### src/rtl/blink_pkg.sv
package blink_pkg;
  localparam logic [1:0] BPP_4  = 2'd0;
  localparam logic [1:0] BPP_8  = 2'd1;
  localparam logic [1:0] BPP_16 = 2'd2;
  localparam logic [1:0] BPP_24 = 2'd3;

  // lookup-path operations
  localparam logic [1:0] LOP_AND  = 2'd0;
  localparam logic [1:0] LOP_OR   = 2'd1;
  localparam logic [1:0] LOP_XOR  = 2'd2;
  localparam logic [1:0] LOP_NONE = 2'd3;

  // direct-path operations
  localparam logic [1:0] DOP_BKGND  = 2'd0;
  localparam logic [1:0] DOP_DIM    = 2'd1;
  localparam logic [1:0] DOP_BRIGHT = 2'd2;
  localparam logic [1:0] DOP_WRAP   = 2'd3;
endpackage

### src/rtl/blink_timer.sv
module blink_timer #(
  parameter int RATE_W = 8
) (
  input  logic              clk,
  input  logic              rst,
  input  logic              frame_end,
  input  logic [RATE_W-1:0] rate,
  output logic              phase
);
  logic [RATE_W-1:0] frame_cnt;
  logic              last_frame;

  assign last_frame = (frame_cnt >= rate - RATE_W'(1));

  always_ff @(posedge clk) begin
    if (rst) begin
      frame_cnt <= '0;
      phase     <= 1'b0;
    end else if (rate == '0) begin
      frame_cnt <= '0;
      phase     <= 1'b0;
    end else if (frame_end) begin
      if (last_frame) begin
        frame_cnt <= '0;
        phase     <= ~phase;
      end else begin
        frame_cnt <= frame_cnt + RATE_W'(1);
      end
    end
  end


  rate_zero_chk: assert property (@(posedge clk) disable iff (rst)
    (rate == '0) |=> !phase);


  phase_hold_chk: assert property (@(posedge clk) disable iff (rst)
    (!frame_end && rate != '0) |=> $stable(phase));
endmodule

### src/rtl/blink_lut_path.sv
module blink_lut_path
  import blink_pkg::*;
#(
  parameter int ADDR_W   = 8,
  parameter int NARROW_W = 4
) (
  input  logic [ADDR_W-1:0] addr_in,
  input  logic [ADDR_W-1:0] mask,
  input  logic [1:0]        op,
  input  logic              narrow,
  output logic [ADDR_W-1:0] addr_out
);
  localparam logic [ADDR_W-1:0] NARROW_LANES = ADDR_W'((1 << NARROW_W) - 1);

  logic [ADDR_W-1:0] lanes;
  logic [ADDR_W-1:0] combined;

  always_comb begin
    lanes = narrow ? NARROW_LANES : '1;
    case (op)
      LOP_AND: combined = addr_in & mask;
      LOP_OR:  combined = addr_in | mask;
      LOP_XOR: combined = addr_in ^ mask;
      default: combined = addr_in;
    endcase
    addr_out = (addr_in & ~lanes) | (combined & lanes);
  end
endmodule

### src/rtl/blink_direct_path.sv
module blink_direct_path
  import blink_pkg::*;
#(
  parameter int CH_W       = 8,
  parameter int NCH        = 3,
  parameter int NCH_NARROW = 2
) (
  input  logic [NCH*CH_W-1:0] pix_in,
  input  logic [NCH*CH_W-1:0] ofs,
  input  logic [1:0]          op,
  input  logic                narrow,
  output logic [NCH*CH_W-1:0] pix_out
);
  for (genvar c = 0; c < NCH; c++) begin : g_ch
    logic [CH_W-1:0] ch, oc, res;
    logic [CH_W:0]   sum;
    logic            active;

    assign ch     = pix_in[c*CH_W +: CH_W];
    assign oc     = ofs[c*CH_W +: CH_W];
    assign sum    = {1'b0, ch} + {1'b0, oc};
    assign active = !narrow || (c < NCH_NARROW);

    always_comb begin
      case (op)
        DOP_BKGND:  res = oc;
        DOP_DIM:    res = ch >> 1;
        DOP_BRIGHT: res = sum[CH_W] ? '1 : sum[CH_W-1:0];
        default:    res = sum[CH_W-1:0];
      endcase
    end

    assign pix_out[c*CH_W +: CH_W] = active ? res : ch;
  end
endmodule

### src/rtl/blink_unit.sv
module blink_unit
  import blink_pkg::*;
#(
  parameter int PIX_W  = 24,
  parameter int CH_W   = 8,
  parameter int ADDR_W = 8,
  parameter int RATE_W = 8
) (
  input  logic              clk,
  input  logic              rst,
  input  logic [PIX_W-1:0]  pix_in,
  input  logic              blink_flag,
  input  logic              frame_end,
  input  logic [RATE_W-1:0] blink_rate,
  input  logic [ADDR_W-1:0] blink_mask,
  input  logic [PIX_W-1:0]  ofs_val,
  input  logic [1:0]        bpp_sel,
  input  logic              lut_bypass,
  input  logic [1:0]        blink_op,
  output logic [PIX_W-1:0]  pix_out,
  output logic              blink_phase
);
  localparam int NCH    = PIX_W / CH_W;
  localparam int NCH_16 = 16 / CH_W;

  logic [ADDR_W-1:0] lut_addr;
  logic [PIX_W-1:0]  direct_pix;
  logic [PIX_W-1:0]  next_pix;

  blink_timer #(.RATE_W(RATE_W)) u_timer (
    .clk(clk), .rst(rst), .frame_end(frame_end),
    .rate(blink_rate), .phase(blink_phase)
  );

  blink_lut_path #(.ADDR_W(ADDR_W), .NARROW_W(4)) u_lut (
    .addr_in(pix_in[ADDR_W-1:0]), .mask(blink_mask), .op(blink_op),
    .narrow(bpp_sel == BPP_4), .addr_out(lut_addr)
  );

  blink_direct_path #(.CH_W(CH_W), .NCH(NCH), .NCH_NARROW(NCH_16)) u_direct (
    .pix_in(pix_in), .ofs(ofs_val), .op(blink_op),
    .narrow(bpp_sel == BPP_16), .pix_out(direct_pix)
  );

  always_comb begin
    next_pix = pix_in;
    if (blink_flag && blink_phase) begin
      if (bpp_sel == BPP_4 || bpp_sel == BPP_8)
        next_pix = {pix_in[PIX_W-1:ADDR_W], lut_addr};
      else if (lut_bypass)
        next_pix = direct_pix;
    end
  end

  always_ff @(posedge clk) begin
    if (rst) pix_out <= '0;
    else     pix_out <= next_pix;
  end


  pass_through_chk: assert property (@(posedge clk) disable iff (rst)
    (!blink_flag || !blink_phase) |=> pix_out == $past(pix_in));


  bright_mono_chk: assert property (@(posedge clk) disable iff (rst)
    (blink_flag && blink_phase && lut_bypass && bpp_sel == BPP_24 &&
     blink_op == DOP_BRIGHT) |=> pix_out[CH_W-1:0] >= $past(pix_in[CH_W-1:0]));


  dim_top_chk: assert property (@(posedge clk) disable iff (rst)
    (blink_flag && blink_phase && lut_bypass && bpp_sel == BPP_24 &&
     blink_op == DOP_DIM) |=> !pix_out[PIX_W-1]);


  no_bypass_chk: assert property (@(posedge clk) disable iff (rst)
    (bpp_sel[1] && !lut_bypass) |=> pix_out == $past(pix_in));
endmodule

### config.mk
export PLATFORM = sky130hd
export DESIGN_NAME = blink_unit
export DESIGN_NICKNAME = d
export VERILOG_FILES = /design/src/rtl/blink_pkg.sv /design/src/rtl/blink_timer.sv /design/src/rtl/blink_lut_path.sv /design/src/rtl/blink_direct_path.sv /design/src/rtl/blink_unit.sv
export SDC_FILE = /design/constraint.sdc
export NUM_CORES = 1
export LEC_CHECK = 0
export ABC_AREA = 1
export CAP_MARGIN = 10
export CELL_PAD_IN_SITES_DETAIL_PLACEMENT = 1
export CELL_PAD_IN_SITES_GLOBAL_PLACEMENT = 2
export CORE_MARGIN = 2
export CORE_UTILIZATION = 26
export CTS_CLUSTER_SIZE = 28
export DETAILED_ROUTE_END_ITERATION = 10
export PLACE_DENSITY_LB_ADDON = 0.1
export SLEW_MARGIN = 40
export SYNTH_ARGS = -nofsm -noshare
export SYNTH_HDL_FRONTEND = slang
export SYNTH_SLANG_ARGS = --single-unit
### constraint.sdc
create_clock -name clk -period 2.9 [get_ports clk]
set_input_delay 0.58 -clock clk [delete_from_list [all_inputs] [get_ports clk]]
set_output_delay 0.58 -clock clk [all_outputs]
set_load 0.03 [all_outputs]
==> insert_results.sql <==
INSERT INTO impl_metrics (metric_group, metric, value, unit) VALUES
('detailed_routing', 'drt_pre_antenna_iters', '4', ''),
('placement', 'globalplace.congestion', '0.842', ''),
('worst_hold_path', 'holdCritStartpoint', 'u_timer.frame_cnt[1]', ''),
('sta', 'finalHoldViolations', '0', ''),
('worst_setup_path', 'timing.critical_path.required', '3.11', 'ns'),
('worst_setup_path', 'worstSetupPathType', 'in -> reg', ''),
('worst_hold_path', 'hold_end', 'u_timer.frame_cnt[1]', ''),
('placement', 'io_buffer_count', '97', ''),
('clock_network', 'cts_sinks', '33', ''),
('floorplanning', 'fp.dieArea', '16300', 'um2'),
('cells_and_area', 'synthToLayoutAreaGrowth', '37.7', '%'),
('sta', 'fin_worst_skew', '0.00818', 'ns'),
('cells_and_area', 'finish.utilization', '36.4', '%'),
('detailed_routing', 'drt-wirelength-per-cell', '15.8', 'um'),
('sta', 'sum_of_negative_setup_slack', '0', 'ns'),
('sta', 'maxSlewViolCount', '0', ''),
('worst_setup_path', 'regToRegEndpoint', 'u_timer.frame_cnt[5]', ''),
('placement', 'place.detailed.instances', '938', ''),
('grt', 'gr-usage-all-layers', '18.9', '%'),
('logic_synthesis', 'synth_area_leaders', 'nand2_1 (18%), dfxtp_1 (17%), ha_1 (16%), a21oi_1 (9.2%), inv_1 (7.7%)', ''),
('worst_hold_path', 'hold_class', 'reg -> reg', ''),
('worst_setup_path', 'library_cell_appearing_most_often_on_the_critical_path', 'nand2_1', ''),
('flow_run', 'cap_viol_max_count', '0', ''),
('cells_and_area', 'drive_above_1_share', '9.37', '%'),
('placement', 'placement.setup.worst_slack', '-0.102', 'ns'),
('cells_and_area', 'final.fill_count', '1944', ''),
('pwr', 'vdd_drop_max', '0.000223', 'V'),
('floorplanning', 'die_h', '128', 'um'),
('logic_synthesis', 'mappedNetlistNets', '766', ''),
('detailed_routing', 'ant_nets', '0', ''),
('logic_synthesis', 'synth-edff-count', '0', ''),
('logic_synthesis', 'syn-mean-instance-area', '6.23', 'um2'),
('sta', 'layout_worst_path_cycle_share', '91.0', '%'),
('clock_network', 'cts_buffer_count', '5', ''),
('floorplanning', 'io_pins', '98', ''),
('sta', 'slew-limit-headroom', '67.9', '%'),
('sta', 'achievable-frequency', '379', 'MHz'),
('worst_setup_path', 'worst_r2r_path_depth', '10', ''),
('worst_setup_path', 'cpMaxStageDelayCell', 'clkdlybuf4s50_1', ''),
('clock_network', 'cts_buffer_depth', '2', ''),
('worst_setup_path', 'critical-path-max-stage-delay', '0.45', 'ns'),
('pwr', 'power_consumption', '1790', 'uW'),
('grt', 'pin_count_of_the_biggest_net_entering_global_routing', '22', ''),
('cells_and_area', 'ant_diodes', '0', ''),
('worst_setup_path', 'worstSetupStartpointType', 'input pin', ''),
('logic_synthesis', 'yosys-top-cells-count', 'nand2_1 (193), inv_1 (82), a21oi_1 (73), ha_1 (51), nand3_1 (35)', ''),
('grt', 'first_pass_grt_wire_length', '24.7', 'mm'),
('logic_synthesis', 'synth_async_sr_flop_share', '0', '%'),
('logic_synthesis', 'ys_ff_latch', '33', ''),
('detailed_routing', 'detailedRoute.firstIterationViolations', '193', ''),
('worst_setup_path', 'critical_path.cell_chain', 'clkdlybuf4s50_1 > nor2_2 > nand4_1 > nor3_2 > xor2_1 > ha_1 > a21oi_1 > o21a_1 > nand3_1 > nand2_1 > nand2_1 > nor3b_1', ''),
('status', 'status', 'finished, final reports clean', ''),
('logic_synthesis', 'dominantRegCellSynth', 'dfxtp_1', ''),
('logic_synthesis', 'count_leader_synth', 'nand2_1', ''),
('logic_synthesis', 'synthDistinctLibCells', '41', ''),
('detailed_routing', 'post_drt_via_cell_ratio', '4.84', ''),
('grt', 'antenna_found_initial', '0', ''),
('logic_synthesis', 'ys_seq_area_share', '16.6', '%'),
('logic_synthesis', 'synth_cells', '639', ''),
('logic_synthesis', 'yosysWarnings', '0', ''),
('grt', 'grt_pass1_vias', '4877', ''),
('logic_synthesis', 'cell_type_with_the_largest_total_area_after_synthesis', 'nand2_1', ''),
('worst_setup_path', 'ff2ff_setup_slack', '1.18', 'ns'),
('worst_setup_path', 'critPathCaptureType', 'flop', ''),
('floorplanning', 'placement_rows', '45', ''),
('detailed_routing', 'drc_viols', '0', ''),
('floorplanning', 'fp.dieW', '128', 'um'),
('clock_network', 'clock_tree.root_cell', 'clkbuf_16', ''),
('clock_network', 'clkTransAtPathRegs', '0.06', 'ns'),
('worst_setup_path', 'cp.buffers_inverters', '1', ''),
('pwr', 'p_per_area', '326', 'nW/um2');
## flip-flops by register name (all words and copies together) (netlist names)
name and count:
u_timer.frame_cnt 8, pix_out 24, u_timer.phase 1
## power breakdown
part	switching [uW]	internal [uW]
Combinational	415	323
Clock	250	316
Sequential	7.83	474
## area by class of cell
class                           count  area [um2]  share of cell area, %
Clock inverter                      3        17.5                  0.319
Sequential cell                    33         661                   12.0
Tap cell                          188         235                   4.29
Multi-Input combinational cell    498        2890                   52.7
Clock buffer                        5         125                   2.28
Timing Repair Buffer              127        1210                   22.0
Inverter                           92         345                   6.29
## tightest hold or removal path, stage by stage, from the launching register on
cell and delay (ns):
dfxtp_1 0.35, nand2_1 0.08, a21oi_1 0.06
## logic make-up (layout without fill, tap and decap cells)
group                    Yosys count  after routing  share of synthesized area, %
AO/OA/AOI/OAI                    141            141                          20.5
XOR/XNOR                          21             21                          4.62
adder cells (fa/ha/maj)           54             54                          17.5
buffers and inverters            108            227                          11.1
flip-flops                        33             33                          16.6
AND/OR/NAND/NOR                  282            282                          29.7
## what timing repair did
| action | in CTS | in global routing |
|---|---|---|
| setup endpoints to repair | 0 | 8 |
| hold buffers | 0 | 0 |
| gates resized for setup | 0 | 5 |
| buffers inserted | 0 | 0 |
## routing by layer
| metal | global-route usage (%) | share of wire, % | up-vias |
|---|---|---|---|
| met5 | 0 | 0 | - |
| met4 | 4.78 | 1.1 | 0 |
| met3 | 2.42 | 2.6 | 14 |
| met2 | 33.3 | 49 | 67 |
| met1 | 24.4 | 47 | 2168 |
| li1 | - | - | 2331 |
## cells in the final DEF, fill, tap and decap left out, types with 14 or more instances in the layout
cell type and instances:
ha_1 50, nand2_1 193, dfxtp_1 33, clkdlybuf4s50_1 97, buf_4 29, o21ai_0 19
inv_1 81, o21ai_1 14, nor2_1 27, a21oi_1 73, nand3_1 35
## stage by stage
step | hold WS (ns) | area [um2]
after global routing | 0.565 | 5490
after global placement | 0.501 | 5330
after floorplan | 0.473 | 3980
after CTS | 0.536 | 5470
after detailed placement | 0.523 | 5330
final | 0.530 | 5490
## how the worst max path moves through the flow
stage / cells after the start / endpoint / slack, ns / startpoint
finish: 12 / u_timer.frame_cnt[5] / 0.26 / blink_rate[3]
global route: 14 / u_timer.phase / -0.01 / blink_rate[1]
CTS: 14 / u_timer.phase / 0.19 / blink_rate[0]
detailed placement: 14 / u_timer.phase / -0.10 / blink_rate[0]
global placement: 12 / u_timer.frame_cnt[5] / 0.05 / blink_rate[3]
floorplan: 12 / u_timer.phase / 0.59 / blink_rate[3]
Note: power is estimated with default switching activity, not from simulation.
